### src/rtl/cmx_pkg.sv
package cmx_pkg;
  localparam int INSN_W = 32;
  localparam int REG_W  = 5;
  localparam int IDX_W  = 2;
  localparam int LEN_W  = 5;
  localparam int ROT_W  = 2;
  localparam int PREC_W = 2;

  localparam logic [PREC_W-1:0] PREC_HALF = 2'd1;

  typedef struct packed {
    logic              hit;
    logic              bad;
    logic              is_add;
    logic [ROT_W-1:0]  rot;
    logic [PREC_W-1:0] prec;
    logic [REG_W-1:0]  rm;
    logic [IDX_W-1:0]  idx;
  } raw_t;
endpackage

### src/rtl/cmx_vec_dec.sv
module cmx_vec_dec
  import cmx_pkg::*;
(
  input  logic [INSN_W-1:0] insn,
  input  logic              cmplx_en,
  input  logic              fp16_en,
  output raw_t              raw
);
  logic [3:0] opc;
  logic [1:0] sz;
  logic       q, shape, is_mla, is_add;

  always_comb begin
    opc    = insn[14:11];
    sz     = insn[23:22];
    q      = insn[30];
    shape  = !insn[31] && (insn[28:24] == 5'b01110) && !insn[21]
             && insn[15] && insn[10] && insn[29];
    is_mla = (opc[3:2] == 2'b10);
    is_add = (opc == 4'hC) || (opc == 4'hE);

    raw        = '0;
    raw.hit    = shape && (is_mla || is_add);
    raw.is_add = is_add;
    raw.rot    = is_mla ? opc[1:0] : {opc[1], 1'b1};
    raw.prec   = sz;
    raw.rm     = insn[20:16];
    raw.bad    = !cmplx_en || (sz == 2'd0) || (sz == 2'd1 && !fp16_en)
                 || (sz == 2'd3 && !q);
  end
endmodule

### src/rtl/cmx_elem_dec.sv
module cmx_elem_dec
  import cmx_pkg::*;
(
  input  logic [INSN_W-1:0] insn,
  input  logic              cmplx_en,
  input  logic              fp16_en,
  output raw_t              raw
);
  logic [3:0] opc;
  logic [1:0] sz;
  logic       q, h, l, shape, pair_half, pair_single;

  always_comb begin
    opc         = insn[15:12];
    sz          = insn[23:22];
    q           = insn[30];
    h           = insn[11];
    l           = insn[21];
    shape       = !insn[31] && (insn[28:24] == 5'b01111) && !insn[10];
    pair_half   = (sz == 2'd1);
    pair_single = (sz == 2'd2);

    raw        = '0;
    raw.hit    = shape && insn[29] && !opc[3] && opc[0];
    raw.is_add = 1'b0;
    raw.rot    = insn[14:13];
    raw.prec   = sz;
    raw.rm     = {insn[20], insn[19:16]};
    raw.idx    = pair_half ? {h, l} : {1'b0, h};
    raw.bad    = !cmplx_en || !(pair_half || pair_single)
                 || (pair_half && h && !q) || (pair_half && !fp16_en);
  end
endmodule

### src/rtl/cmx_dec.sv
module cmx_dec
  import cmx_pkg::*;
(
  input  logic              clk,
  input  logic              rst,
  input  logic [31:0]       insn_i,
  input  logic              cmplx_en_i,
  input  logic              fp16_en_i,
  output logic              hit_o,
  output logic              valid_o,
  output logic              unalloc_o,
  output logic              is_add_o,
  output logic              indexed_o,
  output logic [1:0]        rot_o,
  output logic [1:0]        prec_o,
  output logic [4:0]        rd_o,
  output logic [4:0]        rn_o,
  output logic [4:0]        rm_o,
  output logic [1:0]        idx_o,
  output logic [4:0]        bytes_o
);
  localparam logic [LEN_W-1:0] BYTES_Q  = LEN_W'(16);
  localparam logic [LEN_W-1:0] BYTES_NQ = LEN_W'(8);

  raw_t vec_raw, elem_raw, sel;
  logic sel_idx;

  cmx_vec_dec u_vec (
    .insn(insn_i), .cmplx_en(cmplx_en_i), .fp16_en(fp16_en_i), .raw(vec_raw)
  );

  cmx_elem_dec u_elem (
    .insn(insn_i), .cmplx_en(cmplx_en_i), .fp16_en(fp16_en_i), .raw(elem_raw)
  );

  always_comb begin
    sel_idx = elem_raw.hit;
    sel     = sel_idx ? elem_raw : vec_raw;
  end

  always_ff @(posedge clk) begin
    if (rst || !sel.hit || sel.bad) begin
      valid_o   <= 1'b0;
      is_add_o  <= 1'b0;
      indexed_o <= 1'b0;
      rot_o     <= '0;
      prec_o    <= '0;
      rd_o      <= '0;
      rn_o      <= '0;
      rm_o      <= '0;
      idx_o     <= '0;
      bytes_o   <= '0;
      hit_o     <= !rst && sel.hit;
      unalloc_o <= !rst && sel.hit;
    end else begin
      hit_o     <= 1'b1;
      unalloc_o <= 1'b0;
      valid_o   <= 1'b1;
      is_add_o  <= sel.is_add;
      indexed_o <= sel_idx;
      rot_o     <= sel.rot;
      prec_o    <= sel.prec;
      rd_o      <= insn_i[4:0];
      rn_o      <= insn_i[9:5];
      rm_o      <= sel.rm;
      idx_o     <= sel.idx;
      bytes_o   <= insn_i[30] ? BYTES_Q : BYTES_NQ;
    end
  end

  // unallocated and legal are exclusive, and both need a hit
  p_unalloc_excl_r10: assert property (@(posedge clk) disable iff (rst)
    (unalloc_o |-> (!valid_o && hit_o)) and (valid_o |-> hit_o));

  // unallocated result carries no operand fields
  p_unalloc_zero_r10: assert property (@(posedge clk) disable iff (rst)
    unalloc_o |-> (rd_o == '0 && rn_o == '0 && bytes_o == '0 && rot_o == '0));

  // nothing legal while complex arithmetic is off
  p_cmplx_gate_r7: assert property (@(posedge clk) disable iff (rst)
    !$past(cmplx_en_i) |-> !valid_o);

  // half precision needs its enable
  p_half_gate_r8: assert property (@(posedge clk) disable iff (rst)
    (valid_o && prec_o == PREC_HALF) |-> $past(fp16_en_i));

  // width follows the quad bit of the word one clock earlier
  p_bytes_r9: assert property (@(posedge clk) disable iff (rst)
    valid_o |-> (bytes_o == ($past(insn_i[30]) ? BYTES_Q : BYTES_NQ)));

  // destination comes straight from the word
  p_rd_r9: assert property (@(posedge clk) disable iff (rst)
    valid_o |-> (rd_o == $past(insn_i[4:0]) && rn_o == $past(insn_i[9:5])));

  // half pairs with H set and Q clear are never legal
  p_idx_half_r6: assert property (@(posedge clk) disable iff (rst)
    (valid_o && indexed_o && prec_o == PREC_HALF) |->
      !($past(insn_i[11]) && !$past(insn_i[30])));
endmodule

### config.mk
export PLATFORM = sky130hd
export DESIGN_NAME = cmx_dec
export DESIGN_NICKNAME = d
export VERILOG_FILES = /design/src/rtl/cmx_pkg.sv /design/src/rtl/cmx_vec_dec.sv /design/src/rtl/cmx_elem_dec.sv /design/src/rtl/cmx_dec.sv
export SDC_FILE = /design/constraint.sdc
export NUM_CORES = 1
export LEC_CHECK = 0
export ABC_CLOCK_PERIOD_IN_PS = 6000
export CAP_MARGIN = 10
export CORE_MARGIN = 2
export CORE_UTILIZATION = 45
export DETAILED_ROUTE_END_ITERATION = 6
export DONT_BUFFER_PORTS = 1
export GPL_TIMING_DRIVEN = 1
export PLACE_DENSITY_LB_ADDON = 0.05
export SETUP_SLACK_MARGIN = 0.4
export SYNTH_ARGS = -nofsm -noshare
export SYNTH_HDL_FRONTEND = slang
export SYNTH_SLANG_ARGS = --single-unit
### constraint.sdc
create_clock -name clk -period 6 [get_ports clk]
set_input_delay 1.5 -clock clk [delete_from_list [all_inputs] [get_ports clk]]
set_output_delay 1.5 -clock clk [all_outputs]
set_load 0.02 [all_outputs]
Word-level counts from Yosys, hierarchy flattened
Index checks and enable logic that the tools add are counted.

storage, ports and cells
  register bits after elaboration = 31
  bits of input ports = 36
  output and inout port bits = 31
  word-level logic and storage cells = 69

cells by class
  eq/ne operators = 8
  multiplexer cells = 5
  bitwise logic cells = 2
  reductions and logical operators = 41

operators with widths
  cell                                           count
  logical AND 1 bit                              16
  two-way mux 14 bit                             1
  logical OR 1 bit                               11
  == test 5 x 4 -> 1 bit, second input constant  2
  zero test 1 bit                                10
  == test 4 bit, second input constant           2
  == test 2 bit, second input constant           3
  two-way mux 5 bit                              1
  OR reduction 2 bit                             2
  OR reduction 3 bit                             1
  == test 2 x 1 -> 1 bit, second input constant  1
  zero test 2 bit                                1
  two-way mux 1 bit                              2
  two-way mux 2 bit                              1
  inverter 1 bit                                 2

Longest topological paths before layout
Gate-level depths: netlist of run 1.

  word-level depth = 12
  gate-level depth with buffers = 7
  depth with buffers taken out = 6

Hierarchy
A second synthesis of run 1 with hierarchy kept.

unflattened totals
  cell total of the unflattened synthesis = 131
  area total of the unflattened synthesis = 1373.8 um^2

by module, submodules not included
  module        instances  cells each  area an instance (um^2)  seq. area each (um^2)
  cmx_dec       1          85          1042.2                   560.5
  cmx_vec_dec   1          23          170.2                    0.0
  cmx_elem_dec  1          23          161.4                    0.0

Worst setup path before layout of run 1
No wires, ideal clock.

  path kind = input port to flip-flop
  start = input insn_i[29]
  end = register rot_o[1]
  setup time = 0.059 ns
  data arrival time = 3.021 ns
  data required time = 5.941 ns
  slack = 2.920 ns
  stages = 7
  path buffers = 2
  cells stage by stage = nor4bb_1 and4_1 clkbuf_1 or4b_4 a21oi_2 buf_2 o311a_1

on the way
  cells in the longest elaborated chain, start to end = 7
  elaborated cells between the ends (all ways) = 9
  those cells by class = 1 x mux; 8 x reduce/logical

ends and longest elaborated chain
  element                          line                RTL
  start: declaration               cmx_dec.sv:6        input logic [31:0] insn_i,
  logical AND 1 bit (3 in series)  cmx_elem_dec.sv:24  raw.hit = shape && insn[29] && !opc[3] && opc[0];
  two-way mux 14 bit (*)           cmx_dec.sv:38       sel = sel_idx ? elem_raw : vec_raw;
  zero test 1 bit                  cmx_dec.sv:42       if (rst || !sel.hit || sel.bad) begin
  logical OR 1 bit (2 in series)   cmx_dec.sv:42
  end signal: assignment           cmx_dec.sv:61       rot_o <= sel.rot;
  end: declaration                 cmx_dec.sv:14       output logic [1:0] rot_o,

Mark *: on every way between the ends. The rest lies on a longest branch, timed or not.
A chain may end at the register's enable or synchronous reset.

Final worst setup path of run 1
  start = input insn_i[23]
  end = register rot_o[1]

on the way
  cells in the longest elaborated chain, start to end = 8
  elaborated cells between the ends (all ways) = 18
  those cells by class = 3 x eq/ne; 1 x mux; 14 x reduce/logical

ends and longest elaborated chain
  element                                                         line                                                       RTL
  == test 2 x 1 -> 1 bit / == test 2 bit (equally long branches)  cmx_vec_dec.sv:28, cmx_elem_dec.sv:20, cmx_elem_dec.sv:21
  logical OR 1 bit                                                cmx_elem_dec.sv:30                                         raw.bad = !cmplx_en || !(pair_half || pair_single)
  zero test 1 bit                                                 cmx_elem_dec.sv:30
  logical OR 1 bit                                                cmx_elem_dec.sv:30
  logical OR 1 bit (2 in series)                                  cmx_elem_dec.sv:31                                         || (pair_half && h && !q) || (pair_half && !fp16_en);
  two-way mux 14 bit (*)                                          cmx_dec.sv:38
  logical OR 1 bit (*)                                            cmx_dec.sv:42

Marks and branches as above.

==> metrics.sh, run 1 <==
STATUS='finished clean'
MAXIMUM_RESISTIVE_DROP_ON_VDD_V=0.000111
GLOBALROUTEOVERFLOWTOTAL=0
LAYOUT_MIN_CYCLE_TIME_NS=3.10
CRITICAL_PATH_CAPTURE_POINT_TYPE='flop'
YS_TOP_CELLS_BY_COUNT='sky130_fd_sc_hd__dfxtp_1, sky130_fd_sc_hd__and2_1, sky130_fd_sc_hd__inv_1'
FINALSETUPTNS_NS=0
FINAL_CELLS=117
POST_DP_CELL_AREA_UM2=971
SYNTH.AREA.TOP_CELLS='sky130_fd_sc_hd__dfxtp_1, sky130_fd_sc_hd__and2_1, sky130_fd_sc_hd__ha_1'
PATH_BUF_INV=1
NUM-NETS-FINAL=130
FIRST_GLOBAL_VIAS=542
CTS_HOLD_REPAIR.BUFFERS=0
SETUP.WORST_PATH.CLASS='primary input to flop'
YOSYS_REGISTER_BITS=28
TRITONCTS='built'
ROUTE.ANTENNA.REMAINING_NETS=0
YOSYSSEQAREASHARE_PCT=58.0
SYNTH_CELL_AREA_UM2=966
DETAIL_ROUTE.DRC_VIOLATIONS=0
TIMING_WORST_SLEW_PIN_VALUE_NS=0.753
INITIAL_CORE_UTIL_PCT=48.2
DRT-TOTAL-WL_UM=1560
NETLIST.TOP_CELL.BY_AREA='sky130_fd_sc_hd__dfxtp_1'
CP_DATA_REQUIRED_TIME_NS=6.26
PLACED_CELLS_INCL_TAPS=113
AREA_GROWTH_SYN_TO_LAYOUT_PCT=5.96
POWER.SEQUENTIAL.FRACTION_PCT=59.4
RSZ0062_AT_GRT='no'
SYNTH_ENABLE_FLOP_CELLS=0
IOS=67
FINAL_LAYOUT_SIZE_SUFFIX_GT1_SHARE_PCT=6.67
SYNTH-WARNING-COUNT=0
CLK_PIN_SLEW_NS=0.14
DIEWIDTH_UM=50.3
SYNTH.AVG_CELL_AREA_UM2=10.7
PWR_PER_CELL_AREA_nW_PER_UM2=306
POWER_SWITCHING_mW=0.0557
INTERNAL-POWER_mW=0.257
H-TREE-DEPTH=1
WORST-ENDPOINT-ARRIVAL_NS=3.37
REPLACE_CONGESTION=0.671
SLEW-LIMIT-HEADROOM_PCT=49.8
SYNTH.TOP_CELL.AREA_SHARE_PCT=58.0
FMAX_MHz=322
CP_MAX_FO=25
SYNTH_FF_TYPE='sky130_fd_sc_hd__dfxtp_1'
CRITICAL-PATH-MAX-STAGE-DELAY_NS=0.61
TRITONCTS.NUM_BUFFERS=3
DIE-AREA_UM2=2530
POST-DP-HPWL_UM=1240
VIA_DENSITY_PER_INSTANCE=4.96
YOSYS.CELL_COUNT.TOP_TYPE='sky130_fd_sc_hd__dfxtp_1'
CP_CELL_SEQUENCE='inv_1 > ha_1 > a22o_1 > or4b_4 > a21oi_2 > o311a_1'
GRT_MAX_DEGREE=26
CRITPATHLAUNCHTYPE='primary input'
FP.COREAREA_UM2=2000
ANTENNA_CELLS_INSERTED=0
FP.DIEH_UM=50.3
ASYNC_RESET_FF_SHARE_PCT=0
CTS.PATH.MAX_BUFFERS=2
GRT_ANTENNA_BEFORE_REPAIR=0
SYNTH_CELL_TYPES=25
PATH_DELAY_FAMILY='compound AO/OA/AOI/OAI gates'
POWER.SHARE.SWITCHING_PCT=17.8
SETUP_VIOL_COUNT_FINAL=0
NETLIST_INSTANCES=90
POWER.TOTAL_mW=0.313
ROUTED_WIRE_PER_STD_CELL_UM=13.3
FINAL_HOLD_VIOL_COUNT=0
FINAL.HOLD.WORST_SLACK_NS=1.29
DESIGN_AREA_UM2=1020
DRT_ITER0_DRC=10
STANDBY_LEAKAGE_POWER_nW=0.445
CTS.ROOT.BUFFER_CELL='sky130_fd_sc_hd__clkbuf_4'
CRITICAL_PATH.SLOWEST_CELL='sky130_fd_sc_hd__a21oi_2'
TIMING.FINAL.CRIT_SHARE_PCT=51.7
CORE.ROWCOUNT=16
GRT_FIRST_PASS_WIRELENGTH_UM=2400
HOLDCRITPATHCLASS='primary input to flop'
NUM_VIAS=580
DRT_PASS1_ITERATIONS=4
POWER.SHARE.COMBINATIONAL_PCT=2.8
CLK_SINKS=28
CLOCK_GROUP_SHARE_OF_TOTAL_POWER_PCT=37.7
PORT_BUF_INSERTS=0
TIMING_MAX_TRANSITION_VIOLATIONS_FINAL=0
CTS.REPAIR_TIMING.SETUP_BUFFER_COUNT=0
CTS_RESIZED=0
MAX_CAP_VIOLATIONS=0
TRACK_USAGE_PCT=12.4
[cells by family (layout without fill, tap and decap cells)]
kind of cell	after synthesis	after routing	synth area share [%]
other cells	1	3	0.388
fa+ha+maj	3	3	3.89
simple gates	35	35	24.1
buf+inv	13	11	6.48
flops	28	28	58.0
compound gates	10	10	7.12
[power groups by stage]
stage	Combinational, mW	Clock [mW]	Sequential, mW
6_report	0.00880	0.118	0.186
5_1_grt	0.00989	0.130	0.186
4_1_cts	0.00880	0.121	0.186
3_5_place_dp	0.00874	0	0.190
3_3_place_gp	0.00871	0	0.190
2_1_floorplan	0.00931	0	0.190
[per-stage QoR]
step | util (%) | setup slack (ns)
2_1_floorplan | - | 2.92
3_3_place_gp | 48.5 | 2.60
3_5_place_dp | 48.5 | 2.54
4_1_cts | 51.1 | 2.87
5_1_grt | 51.1 | 2.69
6_report | 51.1 | 2.90
[flip-flops by register name, summed over array words and instances, names as in the netlist]
register and cells:
rd_o 5, rn_o 5, indexed_o 1, bytes_o 2, is_add_o 1, prec_o 2, rm_o 5, rot_o 2
hit_o 1, valid_o 1, idx_o 2, unalloc_o 1
[area by class of cell]
class                   count  area, um2
flip-flops and latches     28        561
inverters                   7       26.3
clock inverters             1       30.0
fillers                   201        978
multi-input cells          51        350
well taps                  27       33.8
clock buffers               3       22.5
[per-layer routing]
layer	global-route usage [%]	share of wire [%]	up-vias
met2	19.1	45	38
met3	3.57	14	2
met1	14.5	39	250
met4	9.46	1.7	0
li1	-	-	290
met5	0	0	-
[placed cells by master, fill, tap and decap left out, drive strengths merged]
master and n:
or4b 1, nand2 2, nor4 1, dfxtp 28, and4b 1, clkbuf 3, or3 1, conb 3
o21ai 1, nand3 2, o2111ai 1, a21oi 5, o21a 1, nor4bb 2, inv 7, nor2 1
ha 3, and4 2, o311a 1, and3 2, bufinv 1, a22o 1, and2 20
[path summary, 6_finish.rpt]
path / startpoint / endpoint / slack (ns) / cells past startpoint
min: insn_i[3] / rd_o[3]$_SDFF_PP0_ / 1.29 / 1
max: insn_i[23] / rot_o[1]$_SDFF_PP0_ / 2.90 / 6
No activity file was read; power rests on OpenSTA's default activity.
==> inputs of run 2 (changes only) <==
ABC_CLOCK_PERIOD_IN_PS = 2900   (was 6000)
clock period = 2.9 ns   (was 6 ns; I/O delays follow)
==> run 2 against run 1 <==
  * Clock power up 20%
  * Critical endpoint is now idx_o[1]$_SDFF_PP0_
  * Worst hold slack worse by 0.76 ns
  * First-iteration DRC count is 40% lower
  * Largest cell class unchanged
==> metrics.sh, run 2 (synthesis results as in run 1) <==
ROUTE.ANTENNA.REMAINING_NETS=0
TIMING.FINAL.CRIT_SHARE_PCT=74.7
CRITICAL_PATH_CAPTURE_POINT_TYPE='flop'
TRITONCTS.NUM_BUFFERS=3
WHS_ENDPOINT='rn_o[1]$_SDFF_PP0_'
FP.DIEH_UM=50.3
POST-DP-HPWL_UM=1310
PLACED_CELLS_INCL_TAPS=114
CTS_HOLD_REPAIR.BUFFERS=0
WORST-ENDPOINT-ARRIVAL_NS=2.42
VIA_DENSITY_PER_INSTANCE=4.97
LAYOUT.CELLS.MOST_COMMON_LIST='sky130_fd_sc_hd__dfxtp_1, sky130_fd_sc_hd__and2_1, sky130_fd_sc_hd__inv_1'
DIEWIDTH_UM=50.3
NUM-NETS-FINAL=131
INITIAL_CORE_UTIL_PCT=48.2
ANTENNA_CELLS_INSERTED=0
SETUP_VIOL_COUNT_FINAL=0
GRT_FIRST_PASS_WIRELENGTH_UM=2500
CP_MAX_FO=18
FIRST_GLOBAL_VIAS=553
RSZ0062_AT_GRT='no'
NUM_VIAS=582
GRT_MAX_DEGREE=19
CTS_RESIZED=0
CORE.ROWCOUNT=16
MOSTFREQUENTLAYOUTCELL='sky130_fd_sc_hd__dfxtp_1'
AREA_GROWTH_SYN_TO_LAYOUT_PCT=3.63
CLK_PIN_SLEW_NS=0.13
CTS.REPAIR_TIMING.SETUP_BUFFER_COUNT=0
HIGHEST_LAYER='met4'
GRT_ANTENNA_BEFORE_REPAIR=0
DETAIL_ROUTE.DRC_VIOLATIONS=0
FINALSETUPTNS_NS=0
PWR_PER_CELL_AREA_nW_PER_UM2=545
CP_DATA_REQUIRED_TIME_NS=3.16
CTS.ROOT.BUFFER_CELL='sky130_fd_sc_hd__clkbuf_4'
PORT_BUF_INSERTS=0
MIN-DELAY-START='insn_i[6]'
FMAX_MHz=462
TRACK_USAGE_PCT=13.0
HOLDCRITPATHCLASS='primary input to flop'
REPLACE_CONGESTION=0.683
WORST_HOLD_PATH_STAGE_COUNT=1
IOS=67
CRITPATHLAUNCHTYPE='primary input'
LAYOUT_MIN_CYCLE_TIME_NS=2.17
DRT-TOTAL-WL_UM=1610
CTS.PATH.MAX_BUFFERS=2
ROUTED_WIRE_PER_STD_CELL_UM=13.7
DRT_PASS1_ITERATIONS=3
MAXIMUM_RESISTIVE_DROP_ON_VDD_V=0.000245
DRT_ITER0_DRC=6
DIE-AREA_UM2=2530
FINAL_LAYOUT_SIZE_SUFFIX_GT1_SHARE_PCT=6.67
H-TREE-DEPTH=1
CLK_SINKS=28
DETAIL_ROUTE.WIRELENGTH.MET1_UM=663
STATUS='finished clean'
POWER.TOTAL_mW=0.545
FINAL_HOLD_VIOL_COUNT=0
FINAL_CELLS=117
TIMING_MAX_TRANSITION_VIOLATIONS_FINAL=0
FP.COREAREA_UM2=2000
TRITONCTS='built'
SETUP.WORST_PATH.CLASS='primary input to flop'
MET3WIRELENGTH_UM=152
POSTLAYOUTCOREUTIL_PCT=50.0
GLOBALROUTEOVERFLOWTOTAL=0
TOP_REGS='rd_o: 5 flops, rm_o: 5 flops, rn_o: 5 flops'
STANDBY_LEAKAGE_POWER_nW=0.436
MAX_CAP_VIOLATIONS=0
MET2WIRELENGTH_UM=771
[run 2: how the worst max path moves through the flow]
stage | startpoint | endpoint | slack [ns] | cells after the start
finish | insn_i[23] | idx_o[1]$_SDFF_PP0_ | 0.73 | 7
global route | insn_i[28] | idx_o[1]$_SDFF_PP0_ | 0.58 | 6
CTS | insn_i[23] | idx_o[1]$_SDFF_PP0_ | 0.72 | 7
detailed placement | insn_i[23] | idx_o[1]$_SDFF_PP0_ | 0.38 | 7
global placement | insn_i[23] | idx_o[1]$_SDFF_PP0_ | 0.42 | 7
floorplan | insn_i[29] | rot_o[1]$_SDFF_PP0_ | 0.59 | 7
[run 2: report_power, final]
part,internal [mW],switching [mW]
registers,0.385,0.000113
clock network,0.0484,0.0937
logic,0.00785,0.0104
total,0.441,0.104
[run 2: worst max-delay path: stages]
cell	delay (ns)
sky130_fd_sc_hd__inv_1	0.03
sky130_fd_sc_hd__ha_1	0.21
sky130_fd_sc_hd__a22o_1	0.22
sky130_fd_sc_hd__or4b_4	0.50
sky130_fd_sc_hd__a21oi_2	0.29
sky130_fd_sc_hd__buf_4	0.25
sky130_fd_sc_hd__and4_1	0.19
[run 2: metrics by stage]
stage | worst slack [ns] | hold slack, ns | instance area (um2)
after detailed placement | 0.380 | 0.850 | 978
after global placement | 0.417 | 0.847 | 978
after CTS | 0.723 | 0.516 | 1000
after global routing | 0.581 | 0.497 | 1000
after floorplan | 0.595 | 0.847 | 973
final | 0.734 | 0.530 | 1000
[run 2: per-layer routing]
layer | GRT usage (%) | up-vias
met5 | 0 | -
met4 | 8.11 | 0
met3 | 3.27 | 2
met2 | 21.5 | 39
met1 | 15.1 | 250
li1 | - | 291
[run 2: layout make-up]
class,count,area (um2)
fill,193,1000
sequential,28,561
multi-input combinational,51,350
tap,27,33.8
inverter,7,26.3
clock buffer,3,22.5
timing repair buffer,1,7.51
